File: config.mk
export PLATFORM = sky130hd
export DESIGN_NAME = adc_scan_ctrl
export DESIGN_NICKNAME = d
export VERILOG_FILES = /design/src/rtl/adc_scan_pkg.sv /design/src/rtl/adc_clk_div.sv /design/src/rtl/adc_chan_pick.sv /design/src/rtl/adc_result_slot.sv /design/src/rtl/adc_scan_fsm.sv /design/src/rtl/adc_scan_ctrl.sv
export SDC_FILE = /design/constraint.sdc
export NUM_CORES = 1
export LEC_CHECK = 0
export ABC_CLOCK_PERIOD_IN_PS = 3000
export BUFFER_PORTS_ARGS = -buffer_cell sky130_fd_sc_hd__buf_2
export CAP_MARGIN = 15
export CORE_MARGIN = 2
export CORE_UTILIZATION = 50
export DETAILED_ROUTE_END_ITERATION = 16
export GPL_TIMING_DRIVEN = 0
export PLACE_DENSITY_LB_ADDON = 0.3
export SLEW_MARGIN = 20
export SYNTH_ARGS = -nofsm -noshare
export SYNTH_HDL_FRONTEND = slang
export SYNTH_SLANG_ARGS = --single-unit
export TNS_END_PERCENT = 5
File: constraint.sdc
create_clock -name clk -period 3 [get_ports clk]
set_clock_uncertainty 0.05 [all_clocks]
set_input_delay 0.6 -clock clk [delete_from_list [all_inputs] [get_ports clk]]
set_output_delay 0.6 -clock clk [all_outputs]
set_load 0.005 [all_outputs]
File: src/rtl/adc_scan_pkg.sv
// adc_scan_pkg: shared state encoding and compile-time helpers for the
// ADC scan sequencer. Assumes all timing parameters are positive integers.
package adc_scan_pkg;

    typedef enum logic [3:0] {
        ST_IDLE,
        ST_ADDR,
        ST_ALE,
        ST_HOLD,
        ST_SETTLE,
        ST_START,
        ST_EOC_LO,
        ST_EOC_HI,
        ST_OE,
        ST_REL
    } seq_state_t;

    // Nanoseconds to system clocks, rounded up, never below one.
    function automatic int unsigned ns_to_cyc(int unsigned ns, int unsigned period_ps);
        int unsigned c;
        c = (ns * 1000 + period_ps - 1) / period_ps;
        if (c == 0) c = 1;
        return c;
    endfunction

    // Bits needed to hold the value v.
    function automatic int unsigned bits_for(int unsigned v);
        return (v < 2) ? 1 : $clog2(v + 1);
    endfunction

    function automatic int unsigned umax(int unsigned a, int unsigned b);
        return (a > b) ? a : b;
    endfunction

endpackage

File: src/rtl/adc_clk_div.sv
// adc_clk_div: divides the system clock into the converter clock.
// The output toggles every HALF system clocks. Assumes HALF >= 1.
module adc_clk_div
    import adc_scan_pkg::*;
#(
    parameter int unsigned HALF = 79
) (
    input  logic clk,
    input  logic rst_n,
    output logic adc_clk
);
    localparam int unsigned CW = bits_for(HALF - 1);

    logic [CW-1:0] cnt;

    // Count system clocks and flip the converter clock at the end of each half period.
    always_ff @(posedge clk) begin
        if (!rst_n) begin
            cnt     <= '0;
            adc_clk <= 1'b0;
        end else if (cnt == CW'(HALF - 1)) begin
            cnt     <= '0;
            adc_clk <= ~adc_clk;
        end else begin
            cnt <= cnt + 1'b1;
        end
    end

    // the clock only changes after a full half period has been counted.
    assert_div_toggle_R1: assert property (@(posedge clk) disable iff (!rst_n)
        (adc_clk != $past(adc_clk)) |-> (cnt == '0))
        else $error("converter clock toggled mid half-period");

endmodule

File: src/rtl/adc_chan_pick.sv
// adc_chan_pick: finds the first enabled channel at or after a start pointer,
// wrapping past the highest channel. Purely combinational.
// Assumes ptr < NCH.
module adc_chan_pick #(
    parameter int unsigned NCH = 8,
    parameter int unsigned CW  = 3
) (
    input  logic [NCH-1:0] mask,
    input  logic [CW-1:0]  ptr,
    output logic           found,
    output logic [CW-1:0]  sel
);
    // Walk the offsets from far to near so the nearest enabled channel wins.
    always_comb begin
        found = 1'b0;
        sel   = '0;
        for (int k = NCH - 1; k >= 0; k--) begin
            int idx;
            idx = (int'(ptr) + k) % NCH;
            if (mask[idx]) begin
                found = 1'b1;
                sel   = CW'(idx);
            end
        end
    end

endmodule

File: src/rtl/adc_result_slot.sv
// adc_result_slot: a single-entry output register on a valid/ready port.
// Assumes load is only raised while the slot is empty.
module adc_result_slot #(
    parameter int unsigned CW = 3,
    parameter int unsigned DW = 8
) (
    input  logic          clk,
    input  logic          rst_n,
    input  logic          load,
    input  logic [CW-1:0] ld_chan,
    input  logic [DW-1:0] ld_data,
    output logic          busy,
    output logic          out_valid,
    input  logic          out_ready,
    output logic [CW-1:0] out_chan,
    output logic [DW-1:0] out_data
);
    // Fill on load, empty on handshake.
    always_ff @(posedge clk) begin
        if (!rst_n) begin
            out_valid <= 1'b0;
            out_chan  <= '0;
            out_data  <= '0;
        end else if (load) begin
            out_valid <= 1'b1;
            out_chan  <= ld_chan;
            out_data  <= ld_data;
        end else if (out_valid && out_ready) begin
            out_valid <= 1'b0;
        end
    end

    assign busy = out_valid;

    // an offered result stays put until it is taken.
    assert_hold_result_R10: assert property (@(posedge clk) disable iff (!rst_n)
        (out_valid && !out_ready) |=> (out_valid && $stable(out_chan) && $stable(out_data)))
        else $error("result changed while stalled");

    // the sequencer never loads over an unread result.
    assert_no_overwrite_R10: assert property (@(posedge clk) disable iff (!rst_n)
        load |-> !out_valid)
        else $error("result slot overwritten");

endmodule

File: src/rtl/adc_scan_fsm.sv
// adc_scan_fsm: drives the converter pins for one channel at a time.
// It presents the address, strobes the latch, waits for the input to settle,
// pulses start, follows end-of-conversion low and then high, opens the output
// and captures the result. All windows are in system clocks and are >= 1.
// Assumes T_EOCF < T_WDOG and that adc_data is stable once the access window ends.
module adc_scan_fsm
    import adc_scan_pkg::*;
#(
    parameter int unsigned NCH      = 8,
    parameter int unsigned CW       = 3,
    parameter int unsigned DW       = 8,
    parameter int unsigned T_SU     = 5,
    parameter int unsigned T_ALE    = 20,
    parameter int unsigned T_HD     = 5,
    parameter int unsigned T_SETTLE = 250,
    parameter int unsigned T_START  = 20,
    parameter int unsigned T_OEA    = 25,
    parameter int unsigned T_OER    = 25,
    parameter int unsigned T_EOCF   = 1466,
    parameter int unsigned T_WDOG   = 20224
) (
    input  logic          clk,
    input  logic          rst_n,
    input  logic          scan_en,
    input  logic          pick_found,
    input  logic [CW-1:0] pick_sel,
    output logic [CW-1:0] ptr,
    input  logic          slot_busy,
    input  logic          eoc_raw,
    input  logic [DW-1:0] adc_data,
    output logic [CW-1:0] adc_addr,
    output logic          adc_ale,
    output logic          adc_start,
    output logic          adc_oe,
    output logic          push,
    output logic [CW-1:0] push_chan,
    output logic [DW-1:0] push_data,
    output logic          conv_timeout
);
    localparam int unsigned TMAX = umax(umax(umax(T_SU, T_ALE), umax(T_HD, T_SETTLE)),
                                        umax(T_START, umax(T_OEA, T_OER)));
    localparam int unsigned TW   = bits_for(TMAX);
    localparam int unsigned WW   = bits_for(T_WDOG);

    seq_state_t    state;
    logic [TW-1:0] tmr;
    logic [WW-1:0] wcnt;
    logic          lo_seen;
    logic [1:0]    eoc_sync;
    logic          eoc_s;

    // Bring the asynchronous end-of-conversion pin into the clock domain.
    always_ff @(posedge clk) begin
        if (!rst_n) eoc_sync <= 2'b11;
        else        eoc_sync <= {eoc_sync[0], eoc_raw};
    end
    assign eoc_s = eoc_sync[1];

    // Phase sequencing, pin drive, capture and timeout handling.
    always_ff @(posedge clk) begin
        if (!rst_n) begin
            state        <= ST_IDLE;
            tmr          <= '0;
            wcnt         <= '0;
            lo_seen      <= 1'b0;
            ptr          <= '0;
            adc_addr     <= '0;
            adc_ale      <= 1'b0;
            adc_start    <= 1'b0;
            adc_oe       <= 1'b0;
            push         <= 1'b0;
            push_chan    <= '0;
            push_data    <= '0;
            conv_timeout <= 1'b0;
        end else begin
            push         <= 1'b0;
            conv_timeout <= 1'b0;
            if (tmr != '0) tmr <= tmr - 1'b1;
            if (wcnt != WW'(T_WDOG)) wcnt <= wcnt + 1'b1;
            case (state)
                ST_IDLE: begin
                    if (scan_en && pick_found && !slot_busy) begin
                        adc_addr <= pick_sel;
                        tmr      <= TW'(T_SU - 1);
                        state    <= ST_ADDR;
                    end
                end
                ST_ADDR: begin
                    if (tmr == '0) begin
                        adc_ale <= 1'b1;
                        tmr     <= TW'(T_ALE - 1);
                        state   <= ST_ALE;
                    end
                end
                ST_ALE: begin
                    if (tmr == '0) begin
                        adc_ale <= 1'b0;
                        tmr     <= TW'(T_HD - 1);
                        state   <= ST_HOLD;
                    end
                end
                ST_HOLD: begin
                    if (tmr == '0) begin
                        tmr   <= TW'(T_SETTLE - 1);
                        state <= ST_SETTLE;
                    end
                end
                ST_SETTLE: begin
                    if (tmr == '0) begin
                        adc_start <= 1'b1;
                        tmr       <= TW'(T_START - 1);
                        wcnt      <= '0;
                        lo_seen   <= 1'b0;
                        state     <= ST_START;
                    end
                end
                ST_START: begin
                    if (!eoc_s) lo_seen <= 1'b1;
                    if (tmr == '0) begin
                        adc_start <= 1'b0;
                        state     <= ST_EOC_LO;
                    end
                end
                ST_EOC_LO: begin
                    if (!eoc_s || lo_seen) begin
                        state <= ST_EOC_HI;
                    end else if (wcnt >= WW'(T_EOCF)) begin
                        conv_timeout <= 1'b1;
                        ptr          <= CW'((int'(adc_addr) + 1) % NCH);
                        state        <= ST_IDLE;
                    end
                end
                ST_EOC_HI: begin
                    if (eoc_s) begin
                        adc_oe <= 1'b1;
                        tmr    <= TW'(T_OEA - 1);
                        state  <= ST_OE;
                    end else if (wcnt >= WW'(T_WDOG)) begin
                        conv_timeout <= 1'b1;
                        ptr          <= CW'((int'(adc_addr) + 1) % NCH);
                        state        <= ST_IDLE;
                    end
                end
                ST_OE: begin
                    if (tmr == '0) begin
                        push      <= 1'b1;
                        push_chan <= adc_addr;
                        push_data <= adc_data;
                        adc_oe    <= 1'b0;
                        tmr       <= TW'(T_OER - 1);
                        state     <= ST_REL;
                    end
                end
                ST_REL: begin
                    if (tmr == '0) begin
                        ptr   <= CW'((int'(adc_addr) + 1) % NCH);
                        state <= ST_IDLE;
                    end
                end
                default: state <= ST_IDLE;
            endcase
        end
    end

    // the latched address does not move while the strobe is high.
    assert_addr_stable_R3: assert property (@(posedge clk) disable iff (!rst_n)
        adc_ale |-> $stable(adc_addr))
        else $error("address moved under latch strobe");

    // output enable never overlaps the latch or start strobes.
    assert_oe_alone_R6: assert property (@(posedge clk) disable iff (!rst_n)
        adc_oe |-> (!adc_ale && !adc_start))
        else $error("output enable overlaps a strobe");

    // output enable opens only after end-of-conversion has come back high.
    assert_oe_after_eoc_R5: assert property (@(posedge clk) disable iff (!rst_n)
        $rose(adc_oe) |-> eoc_s)
        else $error("output enabled before conversion end");

    // a timeout is a single-cycle pulse.
    assert_tmo_pulse_R8: assert property (@(posedge clk) disable iff (!rst_n)
        conv_timeout |=> !conv_timeout)
        else $error("timeout pulse longer than one cycle");

    // no channel is launched while an unread result is held.
    assert_no_launch_full_R10: assert property (@(posedge clk) disable iff (!rst_n)
        $rose(adc_ale) |-> !slot_busy)
        else $error("channel launched with result pending");

endmodule

File: src/rtl/adc_scan_ctrl.sv
// adc_scan_ctrl: top of the host-side scan sequencer for an external 8-bit
// multiplexed successive-approximation converter. Converts nanosecond windows
// into system clocks (rounded up) and wires the divider, channel picker,
// pin sequencer and result slot together.
// Assumes NCH channels selectable by a CW-bit address and a DW-bit result.
module adc_scan_ctrl
    import adc_scan_pkg::*;
#(
    parameter int unsigned NCH            = 8,
    parameter int unsigned DW             = 8,
    parameter int unsigned CLK_PERIOD_PS  = 10000,
    parameter int unsigned ADC_CLK_KHZ    = 640,
    parameter int unsigned CONV_CLKS      = 64,
    parameter int unsigned T_SU_NS        = 50,
    parameter int unsigned T_HD_NS        = 50,
    parameter int unsigned T_ALE_NS       = 200,
    parameter int unsigned T_START_NS     = 200,
    parameter int unsigned T_SETTLE_NS    = 2500,
    parameter int unsigned T_OE_ACC_NS    = 250,
    parameter int unsigned T_OE_REL_NS    = 250,
    parameter int unsigned EOC_FALL_CLKS  = 8,
    parameter int unsigned EOC_FALL_NS    = 2000,
    localparam int unsigned CW            = bits_for(NCH - 1)
) (
    input  logic           clk,
    input  logic           rst_n,
    input  logic           scan_en,
    input  logic [NCH-1:0] chan_mask,
    output logic           adc_clk,
    output logic [CW-1:0]  adc_addr,
    output logic           adc_ale,
    output logic           adc_start,
    output logic           adc_oe,
    input  logic           adc_eoc,
    input  logic [DW-1:0]  adc_data,
    output logic           res_valid,
    input  logic           res_ready,
    output logic [CW-1:0]  res_chan,
    output logic [DW-1:0]  res_data,
    output logic           conv_timeout
);
    localparam int unsigned SYNC_LAT = 2;
    localparam int unsigned HALF_PS  = 500000000 / ADC_CLK_KHZ;
    localparam int unsigned DIV_HALF = (HALF_PS + CLK_PERIOD_PS - 1) / CLK_PERIOD_PS;
    localparam int unsigned T_SU     = ns_to_cyc(T_SU_NS, CLK_PERIOD_PS);
    localparam int unsigned T_HD     = ns_to_cyc(T_HD_NS, CLK_PERIOD_PS);
    localparam int unsigned T_ALE    = ns_to_cyc(T_ALE_NS, CLK_PERIOD_PS);
    localparam int unsigned T_START  = ns_to_cyc(T_START_NS, CLK_PERIOD_PS);
    localparam int unsigned T_SETTLE = ns_to_cyc(T_SETTLE_NS, CLK_PERIOD_PS);
    localparam int unsigned T_OEA    = ns_to_cyc(T_OE_ACC_NS, CLK_PERIOD_PS);
    localparam int unsigned T_OER    = ns_to_cyc(T_OE_REL_NS, CLK_PERIOD_PS);
    localparam int unsigned T_EOCF   = EOC_FALL_CLKS * 2 * DIV_HALF
                                       + ns_to_cyc(EOC_FALL_NS, CLK_PERIOD_PS) + SYNC_LAT;
    localparam int unsigned T_WDOG   = 2 * CONV_CLKS * 2 * DIV_HALF;

    logic          pick_found;
    logic [CW-1:0] pick_sel;
    logic [CW-1:0] ptr;
    logic          slot_busy;
    logic          push;
    logic [CW-1:0] push_chan;
    logic [DW-1:0] push_data;

    adc_clk_div #(.HALF(DIV_HALF)) u_div (
        .clk     (clk),
        .rst_n   (rst_n),
        .adc_clk (adc_clk)
    );

    adc_chan_pick #(.NCH(NCH), .CW(CW)) u_pick (
        .mask  (chan_mask),
        .ptr   (ptr),
        .found (pick_found),
        .sel   (pick_sel)
    );

    adc_scan_fsm #(
        .NCH(NCH), .CW(CW), .DW(DW),
        .T_SU(T_SU), .T_ALE(T_ALE), .T_HD(T_HD), .T_SETTLE(T_SETTLE),
        .T_START(T_START), .T_OEA(T_OEA), .T_OER(T_OER),
        .T_EOCF(T_EOCF), .T_WDOG(T_WDOG)
    ) u_fsm (
        .clk          (clk),
        .rst_n        (rst_n),
        .scan_en      (scan_en),
        .pick_found   (pick_found),
        .pick_sel     (pick_sel),
        .ptr          (ptr),
        .slot_busy    (slot_busy),
        .eoc_raw      (adc_eoc),
        .adc_data     (adc_data),
        .adc_addr     (adc_addr),
        .adc_ale      (adc_ale),
        .adc_start    (adc_start),
        .adc_oe       (adc_oe),
        .push         (push),
        .push_chan    (push_chan),
        .push_data    (push_data),
        .conv_timeout (conv_timeout)
    );

    adc_result_slot #(.CW(CW), .DW(DW)) u_slot (
        .clk       (clk),
        .rst_n     (rst_n),
        .load      (push),
        .ld_chan   (push_chan),
        .ld_data   (push_data),
        .busy      (slot_busy),
        .out_valid (res_valid),
        .out_ready (res_ready),
        .out_chan  (res_chan),
        .out_data  (res_data)
    );

endmodule

* Yosys cells after proc, flatten, opt, wreduce, memory -nomap -nowiden
Cells that the tools add are included.
Word-level totals: logic and storage cells 172, register bits 72, output and inout bits 20
Operators by class: reduce and logical (&&, ||, !) cells 25, equality and inequality tests 27, $lt $le $gt $ge 10, mux-type cells 78, bitwise logic cells 2, $add $sub $neg 11
Operator list (count):
- 8-bit two-way mux | 7
- 4-bit two-way mux | 12
- 8-bit case mux with 6 select lines | 1
- 15-bit two-way mux | 3
- 4-bit case mux with 10 select lines | 1
- 3-bit two-way mux | 13
- 3-bit by 4-bit < comparator with 1-bit output (second input constant) | 8
- 1-bit two-way mux | 27
- 1-bit binary-select mux with 3-bit select | 8
- 2-bit by 1-bit inequality test with 1-bit output (second input constant) | 11
- 4-bit by 3-bit == test with 1-bit output (second input constant) | 4
- 15-bit by 1-bit adder with 15-bit output (second input constant) | 1
- 15-bit by 11-bit >= comparator with 1-bit output (second input constant) | 1
- 15-bit >= comparator (second input constant) | 1
- 15-bit inequality test (second input constant) | 1
- 3-bit adder (second input constant) | 4
- 3-bit AND reduction | 4
- 1-bit case mux with 2 select lines | 5
- 10-bit AND reduction | 1
- 3-bit case mux with 3 select lines | 1
- 4-bit by 2-bit == test with 1-bit output (second input constant) | 2
- 4-bit == test (second input constant) | 2
- 8-bit zero test | 1
- 2-bit nonzero test | 4
- 18 further kinds | 30

* Longest topological paths before layout
depth after elaboration 15, gate-level depth with buffers 14, mapped depth without buffers 12

* By module
From an unflattened synthesis, not the netlist that was laid out.
Unflattened totals: cell total of the unflattened synthesis 471, area total of the unflattened synthesis 4219.0 um2
By module, submodules not included:
- adc_scan_fsm | cells each 307, instances 1, area an instance 2658.8 um2
- adc_chan_pick | cells each 90, instances 1, area an instance 782.0 um2
- adc_result_slot | cells each 39, instances 1, area an instance 455.4 um2
- adc_clk_div | cells each 35, instances 1, area an instance 322.8 um2

* Least setup slack after synthesis
Ideal clock, no wire load.
path type register -> register, from register u_fsm.ptr[0], to register u_fsm.adc_addr[0], stages on the path, launching flop included 14, path slack 0.246 ns, setup time 0.070 ns, arrival 2.634 ns, buffers on the path 4, period minus slack after synthesis 2.754 ns, required time 2.880 ns, cell sequence dfxtp_1 > buf_6 > buf_2 > inv_2 > ha_1 > buf_2 > buf_2 > mux2i_1 > mux4_2 > inv_1 > o21a_1 > o21ai_0 > o31a_1 > a21oi_1
On the way: cells in the longest elaborated chain, start to end 14, elaborated cells between the ends (all ways) 42, those cells by class add/sub: 7; mux: 32; reduce/logical: 3
Ends and longest elaborated chain:
- start: declaration | line adc_scan_fsm.sv:27 | output logic [CW-1:0] ptr,
- start signal: assignment | line adc_scan_fsm.sv:129 | ptr <= CW'((int'(adc_addr) + 1) % NCH);
- start signal: assignment | line adc_scan_fsm.sv:140 | ptr <= CW'((int'(adc_addr) + 1) % NCH);
- start signal: assignment | line adc_scan_fsm.sv:156 | ptr <= CW'((int'(adc_addr) + 1) % NCH);
- 3-bit adder | line adc_chan_pick.sv:19 | idx = (int'(ptr) + k) % NCH;
- 1-bit binary-select mux with 3-bit select | line adc_chan_pick.sv:20 | if (mask[idx]) begin
- 1-bit two-way mux (not written as such) | line adc_chan_pick.sv:20
- 1-bit two-way mux (8 in a row) | line adc_chan_pick.sv:20
- 1-bit logical AND (2 in a row) | line adc_scan_fsm.sv:82 | if (scan_en && pick_found && !slot_busy) begin
- 2-bit AND reduction (no source line)
- end signal: assignment | line adc_scan_fsm.sv:83 | adc_addr <= pick_sel;
- end: declaration | line adc_scan_fsm.sv:31 | output logic [CW-1:0] adc_addr,
Parallel ways exist; a longest one is shown, timed or not. The select of a mux whose other input is x is not followed. A chain may end at the register's enable or synchronous reset.

* Final worst setup path
from register u_fsm.ptr[0], to register u_fsm.tmr[0]
On the way: cells in the longest elaborated chain, start to end 15, elaborated cells between the ends (all ways) 35, those cells by class add/sub: 7; mux: 26; reduce/logical: 2
Ends and longest elaborated chain:
- 3-bit adder | line adc_chan_pick.sv:19
- 1-bit binary-select mux with 3-bit select | line adc_chan_pick.sv:20
- 1-bit two-way mux (not written as such) | line adc_chan_pick.sv:20
- 1-bit two-way mux (7 in a row) | line adc_chan_pick.sv:20
- 1-bit two-way mux * | line adc_chan_pick.sv:20
- 1-bit logical AND * (2 in a row) | line adc_scan_fsm.sv:82
- 8-bit two-way mux * | line adc_scan_fsm.sv:82
- 8-bit case mux with 6 select lines * | line adc_scan_fsm.sv:80 | case (state)
- end signal: assignment | line adc_scan_fsm.sv:78 | if (tmr != '0) tmr <= tmr - 1'b1;
- end signal: assignment | line adc_scan_fsm.sv:84 | tmr <= TW'(T_SU - 1);
- end signal: assignment | line adc_scan_fsm.sv:91 | tmr <= TW'(T_ALE - 1);
- end: declaration | line adc_scan_fsm.sv:46 | logic [TW-1:0] tmr;
Mark *: on every way between the ends. The rest lies on a longest branch, timed or not. The select of a mux whose other input is x is not followed.

==> results.md <==
- Number of top-level pins: 41
- Outcome: finished clean
- Endpoint class of the critical path: flop
- Critical path launch point type: flop
- Syn Std Cell Area: 4370 um^2
- Tot GR Track Use: 22.6%
- Clock network latency to the later pin of the worst-skew pair: 0.34 ns
- Max-slew violations: 0
- Final GP Congestion: 0.950
- TritonCTS clock tree: built
- Max-slew headroom at the worst pin: 49.6%
- Clock Power Share: 29.2%
- Port Buffer Count: 40
- Largest delay share family, worst path: compound AO/OA/AOI/OAI gates
- Final number of setup-violating endpoints: 0
- CP cell instances: buf_6, buf_6, inv_2, ha_1, buf_2, mux4_2, nor4_4, a211o_2, nand2_1, a211oi_2, nor2b_1, o21a_1
- Number of buffers between clock root and the deepest sink: 2
- Final period demand of the worst path: 2.86 ns
- Pin count of the biggest net entering global routing: 13
- Register share of total power: 36.3%
- Total power: 3.04 mW
- Avg Cell Area, Syn: 8.40 um^2
- Drc violations: 0
- Die height: 97.4 um
- Initial cell density of the core: 50.8%
- Flip-flop cell with the highest count after synthesis: sky130_fd_sc_hd__dfxtp_1
- Required arrival time at the worst endpoint: 3.24 ns
- Number of buffers inserted by hold repair at cts: 0
- Pre-CTS setup slack: -0.158 ns
- Die Outline Area: 9490 um^2
- Average routed wire per standard cell: 15.2 um
- Commonest non-fill, non-tap cells in the layout: sky130_fd_sc_hd__dfxtp_1 (71), sky130_fd_sc_hd__nand2_1 (65), sky130_fd_sc_hd__nor2_1 (55), sky130_fd_sc_hd__buf_2 (43), sky130_fd_sc_hd__mux2i_1 (28)
- Max cap viols: 0
- Critical path buffers and inverters: 4
- Relative area change from synthesis to final layout: 14.5%
- Pin slew with the least headroom to its limit: 0.755 ns
- #FFs+latches synth: 72
- Final critical-path share of the clock period: 95.3%
- Worst Setup Slack, final: 0.142 ns
- Net count reported at finish: 607
- Placed Area: 4700 um^2
- Synth unique cells: 63
- Share of the yosys chip area belonging to registers: 33.0%
- Switching part of the total power: 34.2%
- Hold WC Path Type: reg2reg
- First-pass GRT wire length: 17800 um
- Total number of placement rows: 34
- Total number of H-tree levels: 3
- Data arrival at the endpoint of the critical path: 3.10 ns
- Via count of the first global-routing pass: 3778
- Drt initial violations: 218
- Standby leakage power: 1.92 nW
- TritonRoute pass-1 iters: 5
- Worst-case hold slack: 0.378 ns
- Hold Vio Cnt, Final: 0
- Width of the die: 97.4 um
- CTS buffer count: 9
- Reported net switching power: 1.04 mW
- Crit path max-delay cell type: sky130_fd_sc_hd__mux4_2
- Syn_nets: 552
- Dpl hpwl: 7690 um
- Setup repair after global routing missed its margin: no
- Core Footprint: 8590 um^2
- CTS clk-pin slew, worst paths: 0.07 ns
- Final core utilization: 58.2%
- Total Wirelength: 10400 um
- Root buffer cell: sky130_fd_sc_hd__clkbuf_8
- Worst Path Class, Setup: reg2reg
- Internal power component: 2.00 mW
- Peak clock frequency supported by timing: 350 MHz
- Number of warnings reported in the yosys synthesis log: 0
- Maximum fanout along the worst path: 10
- Delay of the slowest critical-path stage: 0.40 ns
- Cell type with the highest occurrence count on the critical path: sky130_fd_sc_hd__buf_6
- Proportion of layout cells with a drive suffix above 1: 16.7%
- Leading cell type in the layout, fill and taps excluded: sky130_fd_sc_hd__dfxtp_1
- DR vias/cell: 5.78
- EDFF count, synth: 0
- Vias after detailed routing: 3979
- Diodes inserted: 0
- Peak ir drop on the vdd network: 0.370 mV
- Share of async-settable or async-resettable flops after synthesis: 0%
- Synthesized netlist cell count: 520
- Power density over the cells: 608 nW/um^2
- TritonCTS sink count: 72
- Final Instance Area: 5000 um^2
- Total gr overflow: 0
- Number of routed nets with antenna violations: 0
- Part of the power in combinational logic: 34.5%
- Antenna violations before repair: 0
==> per-stage QoR <==
stage,setup TNS (ns),std cells
final,0,688
after global routing,0,688
after CTS,0,687
after detailed placement,-0.681,668
after global placement,-0.296,668
after floorplan,0,520
==> kinds of logic (layout without fill, tap and decap cells) <==
| kind of cell | Yosys count | in the layout | synth area share (%) |
|---|---|---|---|
| adders and majority gates | 11 | 11 | 3.15 |
| AOI/OAI and AO/OA | 108 | 108 | 16.7 |
| muxes | 44 | 44 | 13.9 |
| and+or+nand+nor | 214 | 214 | 23.6 |
| buffers and inverters | 44 | 104 | 4.18 |
| DFF | 72 | 72 | 33.0 |
| xor gates and xnor gates | 27 | 27 | 5.42 |
==> final cells by class <==
cell class	count	area (um^2)
Clock buffer	12	165
Buffer	27	129
Timing Repair Buffer	44	230
Fill cell	789	3590
Multi-Input combinational cell	404	2760
Clock inverter	4	75.1
Tap cell	108	135
Inverter	17	63.8
Sequential cell	72	1440
==> power groups by stage <==
stage          sequential (mW)  combinational (mW)  clock [mW]
6_report                  1.10                1.05       0.887
5_1_grt                   1.12                1.18       0.944
4_1_cts                   1.10                1.02       0.901
3_5_place_dp              1.12                1.01           0
3_3_place_gp              1.12                1.00           0
2_1_floorplan             1.11               0.788           0
==> worst reg2reg max path, cell delays in order, from the launching register on <==
cell and delay [ns]:
sky130_fd_sc_hd__dfxtp_2 0.34, sky130_fd_sc_hd__buf_6 0.10, sky130_fd_sc_hd__buf_6 0.13, sky130_fd_sc_hd__inv_2 0.10
sky130_fd_sc_hd__ha_1 0.29, sky130_fd_sc_hd__buf_2 0.17, sky130_fd_sc_hd__mux4_2 0.41, sky130_fd_sc_hd__nor4_4 0.35
sky130_fd_sc_hd__a211o_2 0.23, sky130_fd_sc_hd__nand2_1 0.07, sky130_fd_sc_hd__a211oi_2 0.29, sky130_fd_sc_hd__nor2b_1 0.17
sky130_fd_sc_hd__o21a_1 0.12
==> registers in the layout, indices dropped and copies added (netlist names), 2 cells and up <==
signal,cells
u_fsm.eoc_sync,2
u_fsm.push_chan,3
u_fsm.push_data,8
u_fsm.wcnt,15
u_slot.out_data,8
u_slot.out_chan,3
u_div.cnt,7
u_fsm.tmr,8
u_fsm.adc_addr,3
u_fsm.ptr,3
u_fsm.state,4
==> synth_stat cells (all sizes together), types with 2 or more instances <==
cell,n,area [um^2]
dfxtp,72,1440
nand2,65,244
nor2,56,213
mux2i,29,290
a21oi,23,115
nor2b,22,138
clkbuf,19,71.3
o21ai,19,95.1
nand3,18,90.1
inv,16,60.1
xor2,14,123
mux4,13,293
xnor2,13,114
a21boi,12,90.1
ha,11,138
and2,10,62.6
nand2b,10,62.6
nor3,10,50.1
a31oi,8,50.1
buf,8,47.5
o21a,8,60.1
nor4,7,65.1
a22oi,5,37.5
nand4,5,31.3
o22ai,5,31.3
a211oi,4,35.0
and3,4,25.0
a2111oi,3,26.3
o31ai,3,22.5
or2,3,18.8
mux2,2,22.5
==> what timing repair did <==
item / in CTS / in global routing
pin swaps: 1 / 0
setup buffers: 3 / 1
setup endpoints to repair: 9 / 19
resized for setup: 4 / 6
cloned: 0 / 0
==> path summary, 6_finish.rpt <==
check	startpoint	to	slack (ns)	cells past startpoint
min reg2reg	u_fsm.eoc_sync[0]	u_fsm.eoc_sync[1]	0.38	1
min	u_fsm.eoc_sync[0]	u_fsm.eoc_sync[1]	0.38	1
max	u_fsm.ptr[0]	u_fsm.tmr[0]	0.14	12
max reg2reg	u_fsm.ptr[0]	u_fsm.tmr[0]	0.14	12
==> routing by layer <==
metal,track usage (%),vias to the layer above,wire length [um]
met5,0,-,0
li1,-,1952,-
met2,37.5,124,5000
met1,30.4,1883,4730
met4,7.05,0,168
met3,3.53,20,533
Power figures use the tool's default switching activity.
